**config.mk**
```make
export PLATFORM = sky130hd
export DESIGN_NAME = i2c_gated_repeater
export DESIGN_NICKNAME = d
export VERILOG_FILES = /design/src/rtl/i2crep_pkg.sv /design/src/rtl/i2crep_sense.sv /design/src/rtl/i2crep_phase.sv /design/src/rtl/i2crep_delay.sv /design/src/rtl/i2c_gated_repeater.sv
export SDC_FILE = /design/constraint.sdc
export NUM_CORES = 1
export LEC_CHECK = 0
export ABC_AREA = 1
export ABC_CLOCK_PERIOD_IN_PS = 2600
export BUFFER_PORTS_ARGS = -buffer_cell sky130_fd_sc_hd__buf_2
export CAP_MARGIN = 20
export CORE_ASPECT_RATIO = 1.75
export CORE_UTILIZATION = 35
export DETAILED_ROUTE_END_ITERATION = 10
export PLACE_DENSITY_LB_ADDON = 0.1
export SYNTH_ARGS = -nofsm -noshare
export SYNTH_HDL_FRONTEND = slang
export SYNTH_SLANG_ARGS = --single-unit
export TNS_END_PERCENT = 100
```
**constraint.sdc**
```tcl
create_clock -name clk -period 2.6 [get_ports clk]
set_clock_uncertainty 0.1 [all_clocks]
set_input_delay 0.52 -clock clk [delete_from_list [all_inputs] [get_ports clk]]
set_output_delay 0.52 -clock clk [all_outputs]
set_load 0.02 [all_outputs]
```
**src/rtl/i2crep_pkg.sv**
```systemverilog
`timescale 1ns/1ps
// Shared types and constants of the gated I2C repeater.
package i2crep_pkg;
    // Control states: no forwarding, waiting for a start, copying a message.
    typedef enum logic [1:0] {
        ST_IDLE  = 2'd0,
        ST_ARMED = 2'd1,
        ST_FWD   = 2'd2
    } rep_state_e;

    localparam int CNT_W = 4;
    // Index of the acknowledge slot inside a 9-slot byte.
    localparam logic [CNT_W-1:0] ACK_SLOT = 4'd8;
    // Index of the last data bit, the read/write bit in the address byte.
    localparam logic [CNT_W-1:0] RW_SLOT  = 4'd7;
endpackage

```
**src/rtl/i2crep_sense.sv**
```systemverilog
`timescale 1ns/1ps
// Line sensing: synchronises the host clock/data and the downstream data
// lines to clk and derives start, stop and clock edge strobes.
// Assumes the lines change far slower than clk (SYNC_STAGES >= 2).
module i2crep_sense #(
    parameter int SYNC_STAGES = 2
) (
    input  logic clk,
    input  logic rst_n,
    input  logic scl_i,
    input  logic sda_i,
    input  logic dsda_i,
    output logic scl_s,
    output logic sda_s,
    output logic dsda_s,
    output logic start_det,
    output logic stop_det,
    output logic scl_rise,
    output logic scl_fall
);
    logic [SYNC_STAGES-1:0] scl_sh, sda_sh, dsda_sh;
    logic scl_p, sda_p;

    // Synchroniser chains, idle-high after reset.
    always_ff @(posedge clk) begin
        if (!rst_n) begin
            scl_sh  <= '1;
            sda_sh  <= '1;
            dsda_sh <= '1;
        end else begin
            scl_sh  <= {scl_sh[SYNC_STAGES-2:0], scl_i};
            sda_sh  <= {sda_sh[SYNC_STAGES-2:0], sda_i};
            dsda_sh <= {dsda_sh[SYNC_STAGES-2:0], dsda_i};
        end
    end

    assign scl_s  = scl_sh[SYNC_STAGES-1];
    assign sda_s  = sda_sh[SYNC_STAGES-1];
    assign dsda_s = dsda_sh[SYNC_STAGES-1];

    // One-cycle history of the synchronised host lines for edge finding.
    always_ff @(posedge clk) begin
        if (!rst_n) begin
            scl_p <= 1'b1;
            sda_p <= 1'b1;
        end else begin
            scl_p <= scl_s;
            sda_p <= sda_s;
        end
    end

    assign start_det = scl_s & scl_p & sda_p & ~sda_s;
    assign stop_det  = scl_s & scl_p & ~sda_p & sda_s;
    assign scl_rise  = scl_s & ~scl_p;
    assign scl_fall  = ~scl_s & scl_p;
endmodule

```
**src/rtl/i2crep_phase.sv**
```systemverilog
`timescale 1ns/1ps
// Slot tracker: counts clock rises since the last start, captures the
// read/write bit of the address byte and latches, at each clock fall, which
// side owns the data line in the coming low/high period.
// Assumes start_det, scl_rise and scl_fall are mutually exclusive strobes.
module i2crep_phase
    import i2crep_pkg::*;
(
    input  logic clk,
    input  logic rst_n,
    input  logic start_det,
    input  logic scl_rise,
    input  logic scl_fall,
    input  logic sda_s,
    output logic slave_drv
);
    logic [CNT_W-1:0] rise_cnt, phase_q;
    logic first_q, phase_first_q, rd_q, done_q;
    logic rd_data;

    // Rise counting, direction capture and no-acknowledge detection.
    always_ff @(posedge clk) begin
        if (!rst_n || start_det) begin
            rise_cnt <= '0;
            first_q  <= 1'b1;
            rd_q     <= 1'b0;
            done_q   <= 1'b0;
        end else if (scl_rise) begin
            if (rise_cnt == ACK_SLOT) begin
                rise_cnt <= '0;
                first_q  <= 1'b0;
                if (rd_q && !first_q && sda_s) done_q <= 1'b1;
            end else begin
                rise_cnt <= rise_cnt + 1'b1;
            end
            if (first_q && rise_cnt == RW_SLOT) rd_q <= sda_s;
        end
    end

    // Slot latch: the period after a fall belongs to the slot just counted.
    always_ff @(posedge clk) begin
        if (!rst_n || start_det) begin
            phase_q       <= '0;
            phase_first_q <= 1'b1;
        end else if (scl_fall) begin
            phase_q       <= rise_cnt;
            phase_first_q <= first_q;
        end
    end

    assign rd_data   = rd_q & ~phase_first_q;
    assign slave_drv = ~done_q & ((phase_q == ACK_SLOT) ? ~rd_data : rd_data);


    phase_range_chk: assert property (@(posedge clk) disable iff (!rst_n)
        phase_q <= ACK_SLOT);
endmodule

```
**src/rtl/i2crep_delay.sv**
```systemverilog
`timescale 1ns/1ps
// Programmable delay line: the output register follows the input after
// 0..3 units of UNIT clocks, picked by sel. Assumes UNIT >= 1.
module i2crep_delay #(
    parameter int W    = 2,
    parameter int UNIT = 4,
    parameter logic [W-1:0] RST_VAL = '1
) (
    input  logic         clk,
    input  logic         rst_n,
    input  logic [1:0]   sel,
    input  logic [W-1:0] din,
    output logic [W-1:0] dout
);
    localparam int DEPTH = 3 * UNIT;

    logic [DEPTH-1:0][W-1:0] stage;
    logic [W-1:0] tap;

    // Shift register holding the recent history of din.
    always_ff @(posedge clk) begin
        if (!rst_n) stage <= {DEPTH{RST_VAL}};
        else        stage <= {stage[DEPTH-2:0], din};
    end

    // Tap selection by delay unit count.
    always_comb begin
        case (sel)
            2'd0:    tap = din;
            2'd1:    tap = stage[UNIT-1];
            2'd2:    tap = stage[2*UNIT-1];
            default: tap = stage[DEPTH-1];
        endcase
    end

    // Output register driving the downstream lines.
    always_ff @(posedge clk) begin
        if (!rst_n) dout <= RST_VAL;
        else        dout <= tap;
    end


    tap0_chk: assert property (@(posedge clk) disable iff (!rst_n)
        (sel == 2'd0) |=> (dout == $past(din)));
endmodule

```
**src/rtl/i2c_gated_repeater.sv**
```systemverilog
`timescale 1ns/1ps
// Gated I2C repeater top: one-shot arm bit, forwarding from the next start
// to its stop, drive-back of downstream data into the host bus, a
// programmable output delay and general-purpose use of the outputs when
// idle. Assumes open-drain pads outside: a 0 output pulls the line low.
module i2c_gated_repeater
    import i2crep_pkg::*;
#(
    parameter int SYNC_STAGES = 2,
    parameter int DLY_UNIT    = 4
) (
    input  logic       clk,
    input  logic       rst_n,
    input  logic       arm_set,
    input  logic       gpio_en,
    input  logic       gpio_scl,
    input  logic       gpio_sda,
    input  logic [1:0] dly_sel,
    input  logic       up_scl_i,
    input  logic       up_sda_i,
    output logic       up_sda_oe,
    input  logic       dn_sda_i,
    output logic       dn_scl_o,
    output logic       dn_sda_o,
    output logic       armed,
    output logic       dn_sda_stat
);
    rep_state_e state_q, state_d;
    logic scl_s, sda_s, dsda_s, start_det, stop_det, scl_rise, scl_fall;
    logic slave_drv, fwd_now, back_drv, src_scl, src_sda, oe_q;
    logic [1:0] dly_out;

    i2crep_sense #(.SYNC_STAGES(SYNC_STAGES)) u_sense (
        .clk(clk), .rst_n(rst_n), .scl_i(up_scl_i), .sda_i(up_sda_i),
        .dsda_i(dn_sda_i), .scl_s(scl_s), .sda_s(sda_s), .dsda_s(dsda_s),
        .start_det(start_det), .stop_det(stop_det),
        .scl_rise(scl_rise), .scl_fall(scl_fall)
    );

    i2crep_phase u_phase (
        .clk(clk), .rst_n(rst_n), .start_det(start_det),
        .scl_rise(scl_rise), .scl_fall(scl_fall), .sda_s(sda_s),
        .slave_drv(slave_drv)
    );

    // Next-state logic of the arm/forward control.
    always_comb begin
        state_d = state_q;
        case (state_q)
            ST_IDLE:  if (arm_set)   state_d = ST_ARMED;
            ST_ARMED: if (start_det) state_d = ST_FWD;
            ST_FWD:   if (stop_det)  state_d = ST_IDLE;
            default:                 state_d = ST_IDLE;
        endcase
    end

    // Control state register.
    always_ff @(posedge clk) begin
        if (!rst_n) state_q <= ST_IDLE;
        else        state_q <= state_d;
    end

    assign fwd_now  = (state_q == ST_FWD) | ((state_q == ST_ARMED) & start_det);
    assign back_drv = (state_q == ST_FWD) & slave_drv;

    // Source levels for the downstream outputs before the delay line.
    always_comb begin
        if (fwd_now) begin
            src_scl = scl_s;
            src_sda = back_drv ? 1'b1 : sda_s;
        end else if (gpio_en) begin
            src_scl = gpio_scl;
            src_sda = gpio_sda;
        end else begin
            src_scl = 1'b1;
            src_sda = 1'b1;
        end
    end

    i2crep_delay #(.W(2), .UNIT(DLY_UNIT), .RST_VAL(2'b11)) u_delay (
        .clk(clk), .rst_n(rst_n), .sel(dly_sel),
        .din({src_scl, src_sda}), .dout(dly_out)
    );

    // Host data pull-down while the downstream device drives a low level.
    always_ff @(posedge clk) begin
        if (!rst_n) oe_q <= 1'b0;
        else        oe_q <= back_drv & ~dsda_s;
    end

    assign dn_scl_o    = dly_out[1];
    assign dn_sda_o    = dly_out[0];
    assign up_sda_oe   = oe_q;
    assign armed       = (state_q != ST_IDLE);
    assign dn_sda_stat = dsda_s;


    arm_hold_chk: assert property (@(posedge clk) disable iff (!rst_n)
        (armed && !stop_det) |=> armed);

    stop_clear_chk: assert property (@(posedge clk) disable iff (!rst_n)
        (state_q == ST_FWD && stop_det) |=> !armed);

    oe_needs_fwd_chk: assert property (@(posedge clk) disable iff (!rst_n)
        up_sda_oe |-> $past(state_q == ST_FWD));
endmodule

```
* Yosys cells after proc, flatten, opt, wreduce, memory -nomap -nowiden
Cells that the tools add are included.
Word-level totals: output and inout bits 5, bits in registers 49, input port bits 11
Operators by class: $add $sub $neg 1, eq/ne operators 10, bitwise logic cells 21, mux-type cells 12, reductions and logical operators 13
Operators with widths (count):
- 1-bit AND | 12
- 2-bit case mux with 3 select lines | 2
- 4-bit equality test, second input constant | 2
- 1-bit inverter | 8
- 1-bit two-way mux | 6
- 2-bit two-way mux | 3
- 2-bit != test, second input constant | 3
- 3-bit AND reduction | 2
- 4-bit by 1-bit adder with 4-bit output, second input constant | 1
- 2-bit by 1-bit equality test with 1-bit output, second input constant | 2
- 2-bit equality test, second input constant | 2
- 4-bit by 3-bit equality test with 1-bit output, second input constant | 1
- 2-bit zero test | 2
- 4-bit two-way mux | 1
- 2-bit AND reduction | 2
- 1-bit logical AND | 3
- 1-bit zero test | 2
- 2-bit nonzero test | 1
- 1-bit logical OR | 1
- 1-bit bitwise OR | 1

* Depth between registers and ports, before layout
word-level depth 9, gate-level depth with buffers 8

* Hierarchy
From an unflattened synthesis, not the netlist that was laid out.
Second synthesis, totals: cell total of the unflattened synthesis 237, area, all modules 1788.0 sq um
By module, submodules not included:
- i2crep_delay | sequential area each 520.5 sq um, instances 1, cells an instance 97, area each 800.8 sq um
- i2crep_phase | sequential area each 240.2 sq um, instances 1, cells an instance 76, area each 540.5 sq um
- i2crep_sense | sequential area each 160.2 sq um, instances 1, cells an instance 34, area each 259.0 sq um
- i2c_gated_repeater | sequential area each 60.1 sq um, instances 1, cells an instance 30, area each 187.7 sq um

* Worst setup path before layout
No wires, ideal clock.
path type input to register, from input port rst_n, to register u_sense.scl_sh[0], arrival time 1008 ps, cell stages on the path 3, path buffers 1, data required time 2377 ps, setup time 123 ps, path slack 1369 ps, cells stage by stage inv_1 > clkbuf_1 > or2_2
RTL lines:
- start: declaration | RTL line i2c_gated_repeater.sv:13 | input logic rst_n,
- end signal: assignment | RTL line i2crep_sense.sv:31 | scl_sh <= {scl_sh[SYNC_STAGES-2:0], scl_i};
- end: declaration | RTL line i2crep_sense.sv:21 | logic [SYNC_STAGES-1:0] scl_sh, sda_sh, dsda_sh;
No word-level cell between the ends.

* Worst setup path in the final report
from register state_q[1], to output port armed
On the way: cells in the longest elaborated chain, start to end 1
RTL lines:
- start: declaration | RTL line i2c_gated_repeater.sv:28 | rep_state_e state_q, state_d;
- start signal: assignment | RTL line i2c_gated_repeater.sv:60 | else state_q <= state_d;
- 2-bit nonzero test | RTL line i2c_gated_repeater.sv:94 | assign armed = (state_q != ST_IDLE);
- end: declaration | RTL line i2c_gated_repeater.sv:25 | output logic armed,
Every way passes these cells.

==> results.json <==
{
  "synth-seq-cells": 49,
  "via_per_inst": 4.498,
  "r2r_slack_ps": 1190,
  "synth_area_mm2": 0.001710,
  "post-place-ws_ps": 950.8,
  "startpoint": "state_q[1]$_SDFFE_PN0P_",
  "dr.max_layer_used": "met4",
  "total_power_w": 0.001391,
  "groute.usage.overall_pct": 14.41,
  "m1WireLength_mm": 1.288,
  "status": "complete, no violations",
  "fin_cells": 267,
  "hold_viol": 0,
  "antenna_found_initial": 0,
  "rr_worst_depth": 7,
  "cts_tree": "done",
  "die_h_um": 94.48,
  "place_hpwl_mm": 2.449,
  "r2r_end": "u_phase.rd_q$_SDFFE_PP0P_",
  "final_nets": 227,
  "clk_pin_slew_ps": 90,
  "holdWs_ps": 311.3,
  "start_util_pct": 36.34,
  "cts_max_level": 2,
  "slew_viol_final": 0,
  "layout-drive-gt1-share_pct": 26.05,
  "crit_type": "reg2out",
  "min_period_ps": 1583,
  "rsz0062_at_grt": "no",
  "ios": 16,
  "cts.path.max_buffers": 2,
  "wirelength_mm": 3.178,
  "placementRows": 33,
  "avgSynthCellArea_um2": 8.771,
  "grt_max_degree": 29,
  "seq_area_frac_synth_pct": 57.35,
  "worstMarginPinSlew_ps": 544.2,
  "cp.arrival_ps": 960,
  "post-route-period-util_pct": 60.88,
  "clockRootBuffer": "clkbuf_8",
  "netlist_instances": 195,
  "max_freq_mhz": 631.8,
  "gp_congestion": 0.7445,
  "cts_buffers": 5,
  "wire_per_inst_um": 11.90,
  "endpoint_kind": "primary output",
  "drv_cap": 0,
  "grt_pass1_vias": 1278,
  "fp.dieW_um": 54.85,
  "numPortBuffers": 15,
  "p_leak_nw": 0.8340,
  "core_area_mm2": 0.004707,
  "ir_drop_mv": 0.4698,
  "cts_setup_buffers": 0,
  "worstSetupStartpointType": "register",
  "ys_warn_count": 0,
  "fin_ws_ps": 1017,
  "setup_viol": 0,
  "dr_wl_met2_mm": 1.746,
  "vias": 1201,
  "cts_resized": 0,
  "clock_latency_ps": 300,
  "synth_cell_types": 24,
  "drtAntennaViolNets": 0,
  "hold_path_class": "in2reg",
  "drtPass1Iterations": 4,
  "grt.overflow.total": 0,
  "ctsHoldBuffers": 0,
  "path_max_fanout": 3,
  "synth_nets": 208,
  "grt_pass1_wl_mm": 5.202,
  "reg2reg_from": "u_sense.scl_sh[1]$_SDFF_PN1_",
  "syn2layout_area_growth_pct": 14.48,
  "drtIter0Drc": 35,
  "clock_sinks": 49,
  "slew_headroom_pct": 63.68,
  "critical_path_required_ps": 1980,
  "setup_tns_ps": 0,
  "wl_met3_um": 71,
  "dieArea_mm2": 0.005181,
  "drc": 0,
  "antenna_cells": 0,
  "dp.cells": 259,
  "endpoint": "armed",
  "powerDensity_mw_per_mm2": 710.3
}
-- report_power, final --
part           leakage [nW]  internal [W]  total [W]  switching [W]
logic                 0.378     0.0000250  0.0000688      0.0000438
clock network        0.0574      0.000313   0.000552       0.000239
registers             0.399      0.000764   0.000770     0.00000668
-- stage by stage --
stage / util [%] / area, µm²
floorplan: - / 1710
global placement: 39.05 / 1838
detailed placement: 39.05 / 1838
CTS: 41.60 / 1958
global route: 41.60 / 1958
finish: 41.60 / 1958
-- cell families (layout without fill, tap and decap cells) --
group	after synthesis	count (layout)	synth area share [%]
compound gates	13	13	4.536
xor+xnor	1	1	0.5122
fa+ha+maj	2	2	1.463
buf+inv	27	47	5.998
flops	49	49	57.35
simple gates	103	103	30.14
-- area by class of cell --
| type | instances | area [µm²] |
|---|---|---|
| Clock buffer | 6 | 82.58 |
| Clock inverter | 2 | 37.54 |
| Fill cell | 503 | 2749 |
| Inverter | 24 | 90.09 |
| Multi-Input combinational cell | 119 | 626.9 |
| Sequential cell | 49 | 980.9 |
| Tap cell | 52 | 65.06 |
| Timing Repair Buffer | 15 | 75.07 |
-- layout by cell type (no fill, tap or decap), drive strengths merged --
| master | synthesis | layout |
|---|---|---|
| nor3 | 1 | 1 |
| a21oi | 9 | 9 |
| ha | 2 | 2 |
| o31ai | 2 | 2 |
| clkbuf | 2 | 6 |
| xor2 | 1 | 1 |
| nand2 | 40 | 40 |
| inv | 24 | 24 |
| nor2 | 15 | 15 |
| nor4 | 2 | 2 |
| bufinv | 0 | 1 |
| buf | 1 | 15 |
| nand4 | 4 | 4 |
| o211ai | 1 | 1 |
| or2 | 26 | 26 |
| a31oi | 1 | 1 |
| nand3 | 15 | 15 |
| clkinvlp | 0 | 1 |
| dfxtp | 49 | 49 |
-- per-layer routing --
metal / vias up / GRT usage, %
li1: 643 / -
met1: 540 / 13.46
met2: 13 / 26.91
met3: 5 / 3.382
met4: 0 / 7.051
met5: - / 0
-- synthesized netlist by cell type --
| library cell | n | area [µm²] |
|---|---|---|
| nor2_1 | 14 | 52.55 |
| nor4_2 | 1 | 12.51 |
| a31oi_1 | 1 | 6.260 |
| clkbuf_1 | 2 | 7.510 |
| inv_2 | 1 | 3.750 |
| nor4_1 | 1 | 6.260 |
| or2_2 | 26 | 162.7 |
| o211ai_1 | 1 | 7.510 |
| nor2_4 | 1 | 11.26 |
| inv_1 | 23 | 86.33 |
| o31ai_1 | 2 | 15.01 |
| xor2_1 | 1 | 8.760 |
| nand2_4 | 1 | 11.26 |
| nand4_1 | 4 | 25.02 |
| dfxtp_1 | 49 | 980.9 |
| a21oi_1 | 8 | 40.04 |
| nand3_1 | 14 | 70.07 |
| buf_2 | 1 | 5.000 |
| nor3_1 | 1 | 5.000 |
| nand2_2 | 1 | 6.260 |
| nand2_1 | 38 | 142.6 |
| nand3_2 | 1 | 10.01 |
| ha_1 | 2 | 25.02 |
| a21oi_2 | 1 | 8.760 |
-- critical path, cell delays in order, from the launching register on --
cell     delay (ps)
dfxtp_1         330
nor2_1          140
inv_1            50
buf_2           150
-- sequential cells by signal (all words and copies together), names as in the netlist, 2 cells and up --
signal            flops
u_phase.rise_cnt      4
u_sense.sda_sh        2
u_delay.stage        24
u_sense.dsda_sh       2
u_phase.phase_q       4
u_sense.scl_sh        2
state_q               2
u_delay.dout          2
-- worst min path at each step --
stage,startpoint,end,slack (ps),depth (start not counted)
after detailed placement,u_delay.stage[16]$_SDFF_PN1_,u_delay.stage[18]$_SDFF_PN1_,300,1
after floorplan,u_delay.stage[14]$_SDFF_PN1_,u_delay.stage[16]$_SDFF_PN1_,290,2
final,dn_sda_i,u_sense.dsda_sh[0]$_SDFF_PN1_,310,2
after global placement,u_sense.dsda_sh[0]$_SDFF_PN1_,u_sense.dsda_sh[1]$_SDFF_PN1_,300,1
after CTS,dn_sda_i,u_sense.dsda_sh[0]$_SDFF_PN1_,300,2
after global routing,up_scl_i,u_sense.scl_sh[0]$_SDFF_PN1_,300,2
Note: power is estimated with default switching activity, not from simulation.
